File: src/rtl/crcstat_pkg.sv
package crcstat_pkg;

    typedef enum logic [1:0] {
        ST_EMPTY = 2'd0,
        ST_RUN   = 2'd1,
        ST_FULL  = 2'd2
    } cnt_state_e;

    localparam int STAT_W_DEF  = 32;
    localparam int LEN_W_DEF   = 16;
    localparam int MIN_LEN_DEF = 64;

endpackage

File: src/rtl/crcstat_qualifier.sv
module crcstat_qualifier #(
    parameter int LEN_W   = crcstat_pkg::LEN_W_DEF,
    parameter int MIN_LEN = crcstat_pkg::MIN_LEN_DEF
) (
    input  logic             clk,
    input  logic             rst,
    input  logic             eof_stb,
    input  logic [LEN_W-1:0] frame_len,
    input  logic             crc_bad,
    input  logic             addr_match,
    output logic             evt_q
);

    localparam logic [LEN_W-1:0] LEN_FLOOR = LEN_W'(MIN_LEN);

    logic long_enough;
    logic evt_d;

    always_comb begin
        long_enough = (frame_len >= LEN_FLOOR);
        evt_d       = eof_stb && crc_bad && addr_match && long_enough;
    end

    always_ff @(posedge clk) begin
        if (rst) begin
            evt_q <= 1'b0;
        end else begin
            evt_q <= evt_d;
        end
    end


    no_miss_drop_chk: assert property (@(posedge clk) disable iff (rst)
        (eof_stb && !addr_match) |=> !evt_q);


    no_good_crc_chk: assert property (@(posedge clk) disable iff (rst)
        (eof_stb && !crc_bad) |=> !evt_q);


    no_runt_chk: assert property (@(posedge clk) disable iff (rst)
        (eof_stb && (frame_len < LEN_FLOOR)) |=> !evt_q);

endmodule

File: src/rtl/crcstat_sat_counter.sv
module crcstat_sat_counter #(
    parameter int CNT_W = crcstat_pkg::STAT_W_DEF
) (
    input  logic             clk,
    input  logic             rst,
    input  logic             inc,
    input  logic             rd,
    output logic [CNT_W-1:0] rd_data
);
    import crcstat_pkg::*;

    localparam logic [CNT_W-1:0] CNT_ONE  = {{(CNT_W-1){1'b0}}, 1'b1};
    localparam logic [CNT_W-1:0] CNT_MAX  = {CNT_W{1'b1}};
    localparam logic [CNT_W-1:0] CNT_EDGE = {{(CNT_W-1){1'b1}}, 1'b0};

    cnt_state_e       state_q, state_d;
    logic [CNT_W-1:0] cnt_q, cnt_d;

    // next-state and next-count
    always_comb begin
        state_d = state_q;
        cnt_d   = cnt_q;
        if (rd) begin
            cnt_d   = inc ? CNT_ONE : '0;
            state_d = inc ? ST_RUN : ST_EMPTY;
        end else if (inc) begin
            unique case (state_q)
                ST_EMPTY: begin
                    cnt_d   = CNT_ONE;
                    state_d = ST_RUN;
                end
                ST_RUN: begin
                    cnt_d = cnt_q + CNT_ONE;
                    if (cnt_q == CNT_EDGE) begin
                        state_d = ST_FULL;
                    end
                end
                ST_FULL: begin
                    cnt_d = CNT_MAX;
                end
                default: begin
                    cnt_d   = '0;
                    state_d = ST_EMPTY;
                end
            endcase
        end
    end

    // state register
    always_ff @(posedge clk) begin
        if (rst) begin
            state_q <= ST_EMPTY;
            cnt_q   <= '0;
        end else begin
            state_q <= state_d;
            cnt_q   <= cnt_d;
        end
    end

    // read output register
    always_ff @(posedge clk) begin
        if (rst) begin
            rd_data <= '0;
        end else if (rd) begin
            rd_data <= cnt_q;
        end
    end


    no_overflow_chk: assert property (@(posedge clk) disable iff (rst)
        (cnt_q == CNT_MAX && !rd) |=> cnt_q == CNT_MAX);


    step_one_chk: assert property (@(posedge clk) disable iff (rst)
        (inc && !rd && cnt_q != CNT_MAX) |=> cnt_q == $past(cnt_q) + CNT_ONE);


    read_clear_chk: assert property (@(posedge clk) disable iff (rst)
        (rd && !inc) |=> (cnt_q == '0 && state_q == ST_EMPTY));


    collide_keep_chk: assert property (@(posedge clk) disable iff (rst)
        (rd && inc) |=> (cnt_q == CNT_ONE && rd_data == $past(cnt_q)));


    full_state_chk: assert property (@(posedge clk) disable iff (rst)
        (state_q == ST_FULL) |-> (cnt_q == CNT_MAX));


    idle_hold_chk: assert property (@(posedge clk) disable iff (rst)
        (!inc && !rd) |=> $stable(cnt_q));

endmodule

File: src/rtl/rx_fcs_err_stat.sv
module rx_fcs_err_stat #(
    parameter int CNT_W   = crcstat_pkg::STAT_W_DEF,
    parameter int LEN_W   = crcstat_pkg::LEN_W_DEF,
    parameter int MIN_LEN = crcstat_pkg::MIN_LEN_DEF
) (
    input  logic             clk,
    input  logic             rst,
    input  logic             eof_stb,
    input  logic [LEN_W-1:0] frame_len,
    input  logic             crc_bad,
    input  logic             addr_match,
    input  logic             rd_stb,
    output logic [CNT_W-1:0] rd_data
);

    logic qual_evt;

    crcstat_qualifier #(
        .LEN_W   (LEN_W),
        .MIN_LEN (MIN_LEN)
    ) i_qual (
        .clk        (clk),
        .rst        (rst),
        .eof_stb    (eof_stb),
        .frame_len  (frame_len),
        .crc_bad    (crc_bad),
        .addr_match (addr_match),
        .evt_q      (qual_evt)
    );

    crcstat_sat_counter #(
        .CNT_W (CNT_W)
    ) i_cnt (
        .clk     (clk),
        .rst     (rst),
        .inc     (qual_evt),
        .rd      (rd_stb),
        .rd_data (rd_data)
    );

endmodule

File: config.mk
export PLATFORM = sky130hd
export DESIGN_NAME = rx_fcs_err_stat
export DESIGN_NICKNAME = d
export VERILOG_FILES = /design/src/rtl/crcstat_pkg.sv /design/src/rtl/crcstat_qualifier.sv /design/src/rtl/crcstat_sat_counter.sv /design/src/rtl/rx_fcs_err_stat.sv
export SDC_FILE = /design/constraint.sdc
export NUM_CORES = 1
export LEC_CHECK = 0
export BUFFER_PORTS_ARGS = -buffer_cell sky130_fd_sc_hd__buf_2
export CORE_MARGIN = 1
export CORE_UTILIZATION = 50
export CTS_CLUSTER_SIZE = 16
export DETAILED_ROUTE_END_ITERATION = 10
export GPL_TIMING_DRIVEN = 0
export PLACE_DENSITY = 0.75
export REMOVE_ABC_BUFFERS = 1
export SYNTH_ARGS = -nofsm -noshare
export SYNTH_HDL_FRONTEND = slang
export SYNTH_SLANG_ARGS = --single-unit
File: constraint.sdc
create_clock -name clk -period 2.52 [get_ports clk]
set_clock_uncertainty 0.15 [all_clocks]
set_input_delay 0.378 -clock clk [delete_from_list [all_inputs] [get_ports clk]]
set_output_delay 0.378 -clock clk [all_outputs]
set_load 0.01 [all_outputs]
==> impl_metrics.env <==
export IMPL_crit_chain="nand4_2, nor3_4, nand2_1, or4_1, a31oi_1"
export IMPL_dpl_cell_area_um2=3630
export IMPL_cts_inserted_buffers=9
export IMPL_synthTopCellsByArea="dfxtp_1, mux2i_1, nor2_1, a21oi_1, o21ai_0"
export IMPL_drt_pass1_iterations=5
export IMPL_route_met3_wl_um=541
export IMPL_synth_top_area_share_pct=39.3
export IMPL_setup_viol=0
export IMPL_switchingPower_w=0.000503
export IMPL_num_vias=3162
export IMPL_ir_drop_mv=0.398
export IMPL_via_per_inst=6.13
export IMPL_synth_edf_count=0
export IMPL_dp_hpwl_um=5310
export IMPL_syn_area_per_cell_um2=8.46
export IMPL_routed_wl_um=8290
export IMPL_status="finished, final reports clean"
export IMPL_rsz0062_at_grt="false"
export IMPL_clock_root_buffer="clkbuf_8"
export IMPL_wl_met2_um=3890
export IMPL_syn2layout_area_growth_pct=12.1
export IMPL_cpPeakStageDelay_ns=0.50
export IMPL_syn_area_um2=3410
export IMPL_p_sw_share_pct=24.7
export IMPL_die_w_um=84.6
export IMPL_start_util_pct=52.8
export IMPL_drtAntennaViolNets=0
export IMPL_num_antenna_cells=0
export IMPL_grt_overflow_total=0
export IMPL_htree_levels=3
export IMPL_fin_nets=458
export IMPL_gp_congestion=0.900
export IMPL_synth_common_cells="dfxtp_1, nor2_1, a21oi_1"
export IMPL_combPwrFrac_pct=6.6
export IMPL_chipHeight_um=84.6
export IMPL_grt_pass1_vias=2907
export IMPL_finalHoldViolCount=0
export IMPL_synth_main_ff_cell="dfxtp_1"
export IMPL_power_density_nw_per_um2=533
export IMPL_clk_pin_slew_ns=0.07
export IMPL_startpoint="i_cnt.cnt_q[2]"
export IMPL_crit_end="i_cnt.cnt_q[25]"
export IMPL_critPathMaxFanout=12
export IMPL_clock_fmax_mhz=432
export IMPL_layout_drive_gt1_share_pct=19.1
export IMPL_maxCapViolations=0
export IMPL_routedWlPerCell_um=16.1
export IMPL_holdBufCountCts=0
export IMPL_synth_cell_types=52
export IMPL_top_layer_used="met4"
export IMPL_power_total_w=0.00204
export IMPL_finalCritPeriodShare_pct=91.9
export IMPL_intPower_w=0.00153
export IMPL_drtIter0Drc=328
export IMPL_clock_sinks=67
export IMPL_reg2reg_depth=5
export IMPL_fp_row_count=29
export IMPL_core_area_um2=6460
export IMPL_drc=0
export IMPL_ys_seq_area_share_pct=39.3
export IMPL_final_util_pct=59.2
export IMPL_synth_cells=403
export IMPL_crit_type="flip-flop to flip-flop"
export IMPL_end_kind="flip-flop"
export IMPL_relSlewSlack_pct=27.0
export IMPL_critPathLaunchType="flip-flop"
export IMPL_placement_io_buffers=47
export IMPL_power_share_sequential_pct=53.7
export IMPL_ys_ff_latch=67
export IMPL_cp_slowest_cell="or4_1"
export IMPL_drt_met1_wl_um=3660
export IMPL_grt_use_total_pct=24.3
export IMPL_fin_crit_ns=2.32
export IMPL_post_cts_setup_buffers=0
export IMPL_synth_top_cell_by_area="dfxtp_1"
export IMPL_tightest_slew_ns=1.10
export IMPL_grt_first_pass_wirelength_um=13700
export IMPL_synth_async_sr_flop_share_pct=0
export IMPL_r2r_setup_slack_ns=0.20
export IMPL_reg2reg_to="i_cnt.cnt_q[25]"
export IMPL_timing_critical_path_arrival_ns=2.44
export IMPL_grt_max_degree=61
export IMPL_yosys_warnings=0
export IMPL_power_leakage_nw=1.55
export IMPL_clkPwrFrac_pct=39.7
export IMPL_hold_path_class="primary input to flip-flop"
export IMPL_cp_required_ns=2.65
export IMPL_clk_path_buf_depth=2
export IMPL_fin_hold_ws_ns=0.137
export IMPL_io_pin_count=54
export IMPL_slew_viol_final=0
export IMPL_cts_tree="done"
export IMPL_stdcell_area_um2=3820
export IMPL_clk_latency_ns=0.35
export IMPL_timing_rr_start="i_cnt.cnt_q[2]"
export IMPL_antenna_found_initial=0
export IMPL_dieArea_um2=7150
worst min path at each step:
stage / start / cells past startpoint / endpoint / slack, ns
after CTS: addr_match / 3 / i_qual.evt_q / 0.13
after floorplan: rst / 1 / i_cnt.cnt_q[12] / 0.30
final: frame_len[10] / 3 / i_qual.evt_q / 0.14
after global routing: addr_match / 3 / i_qual.evt_q / 0.14
after detailed placement: i_cnt.rd_data[19] / 2 / i_cnt.rd_data[19] / 0.33
after global placement: i_cnt.rd_data[25] / 2 / i_cnt.rd_data[25] / 0.32
cells by family after synthesis:
logic type               count (synthesis)  synth area share (%)
adder cells (fa/ha/maj)                  2                 0.734
flip-flops                              67                  39.3
buffers and inverters                   33                  3.85
AND/OR/NAND/NOR                        166                  27.2
multiplexers                            37                  11.0
XOR/XNOR                                 1                 0.257
AO/OA/AOI/OAI                           97                  17.6
routing by layer:
| metal | global-route usage (%) | vias up |
|---|---|---|
| met5 | 0 | - |
| met4 | 12.3 | 0 |
| met3 | 5.31 | 23 |
| met2 | 38.1 | 114 |
| met1 | 31.6 | 1479 |
| li1 | - | 1546 |
per-stage QoR:
step | std cells | setup WS, ns | TNS (ns)
detailed placement | 500 | -0.518 | -5.43
global route | 516 | 0.0356 | 0
floorplan | 376 | 0.238 | 0
global placement | 500 | -0.449 | -4.41
CTS | 516 | 0.0207 | 0
finish | 516 | 0.205 | 0
power groups by stage:
stage	Clock, W	Combinational, W	Sequential [W]
after floorplan	0	0.0000670	0.00112
after global routing	0.000866	0.000146	0.00110
after global placement	0	0.000131	0.00112
final	0.000808	0.000134	0.00109
after CTS	0.000818	0.000133	0.00109
after detailed placement	0	0.000134	0.00112
cells in the final DEF, fill, tap and decap left out, drive strengths merged, types with 8 or more instances in the layout:
cell type  Yosys  routed
nand2         15      15
a21oi         39      39
nor2          67      67
clkbuf        22      14
nor3          10      10
and3           8       8
nand3         12      12
nand4         16      16
nor4          10      10
a31oi          8       8
dfxtp         67      67
o21ai         20      20
mux2i         35      35
buf            5      47
flip-flops by register name, indices dropped and copies added, names as in the netlist:
signal	cells
i_cnt.rd_data	32
i_cnt.state_q	2
i_qual.evt_q	1
i_cnt.cnt_q	32
layout make-up:
| type | instances | area (µm²) |
|---|---|---|
| tap | 77 | 96.3 |
| fill | 594 | 2640 |
| inverter | 6 | 22.5 |
| sequential | 67 | 1340 |
| multi-input combinational | 303 | 1950 |
| timing repair buffer | 47 | 238 |
| clock buffer | 14 | 163 |
| clock inverter | 2 | 10.0 |
what timing repair did:
action                                  CTS  global route
pin swaps                                 0             1
gates resized for setup                   3             2
gates cloned                              0             0
endpoints found under the setup margin    9            14
critical path, delay by kind of cell, from the launching register on:
kind | cells | cell delay (ns)
AO/OA/AOI/OAI | 1 | 0.16
AND/OR/NAND/NOR | 4 | 1.46
flip-flops | 1 | 0.47
Power figures use the tool's default switching activity.
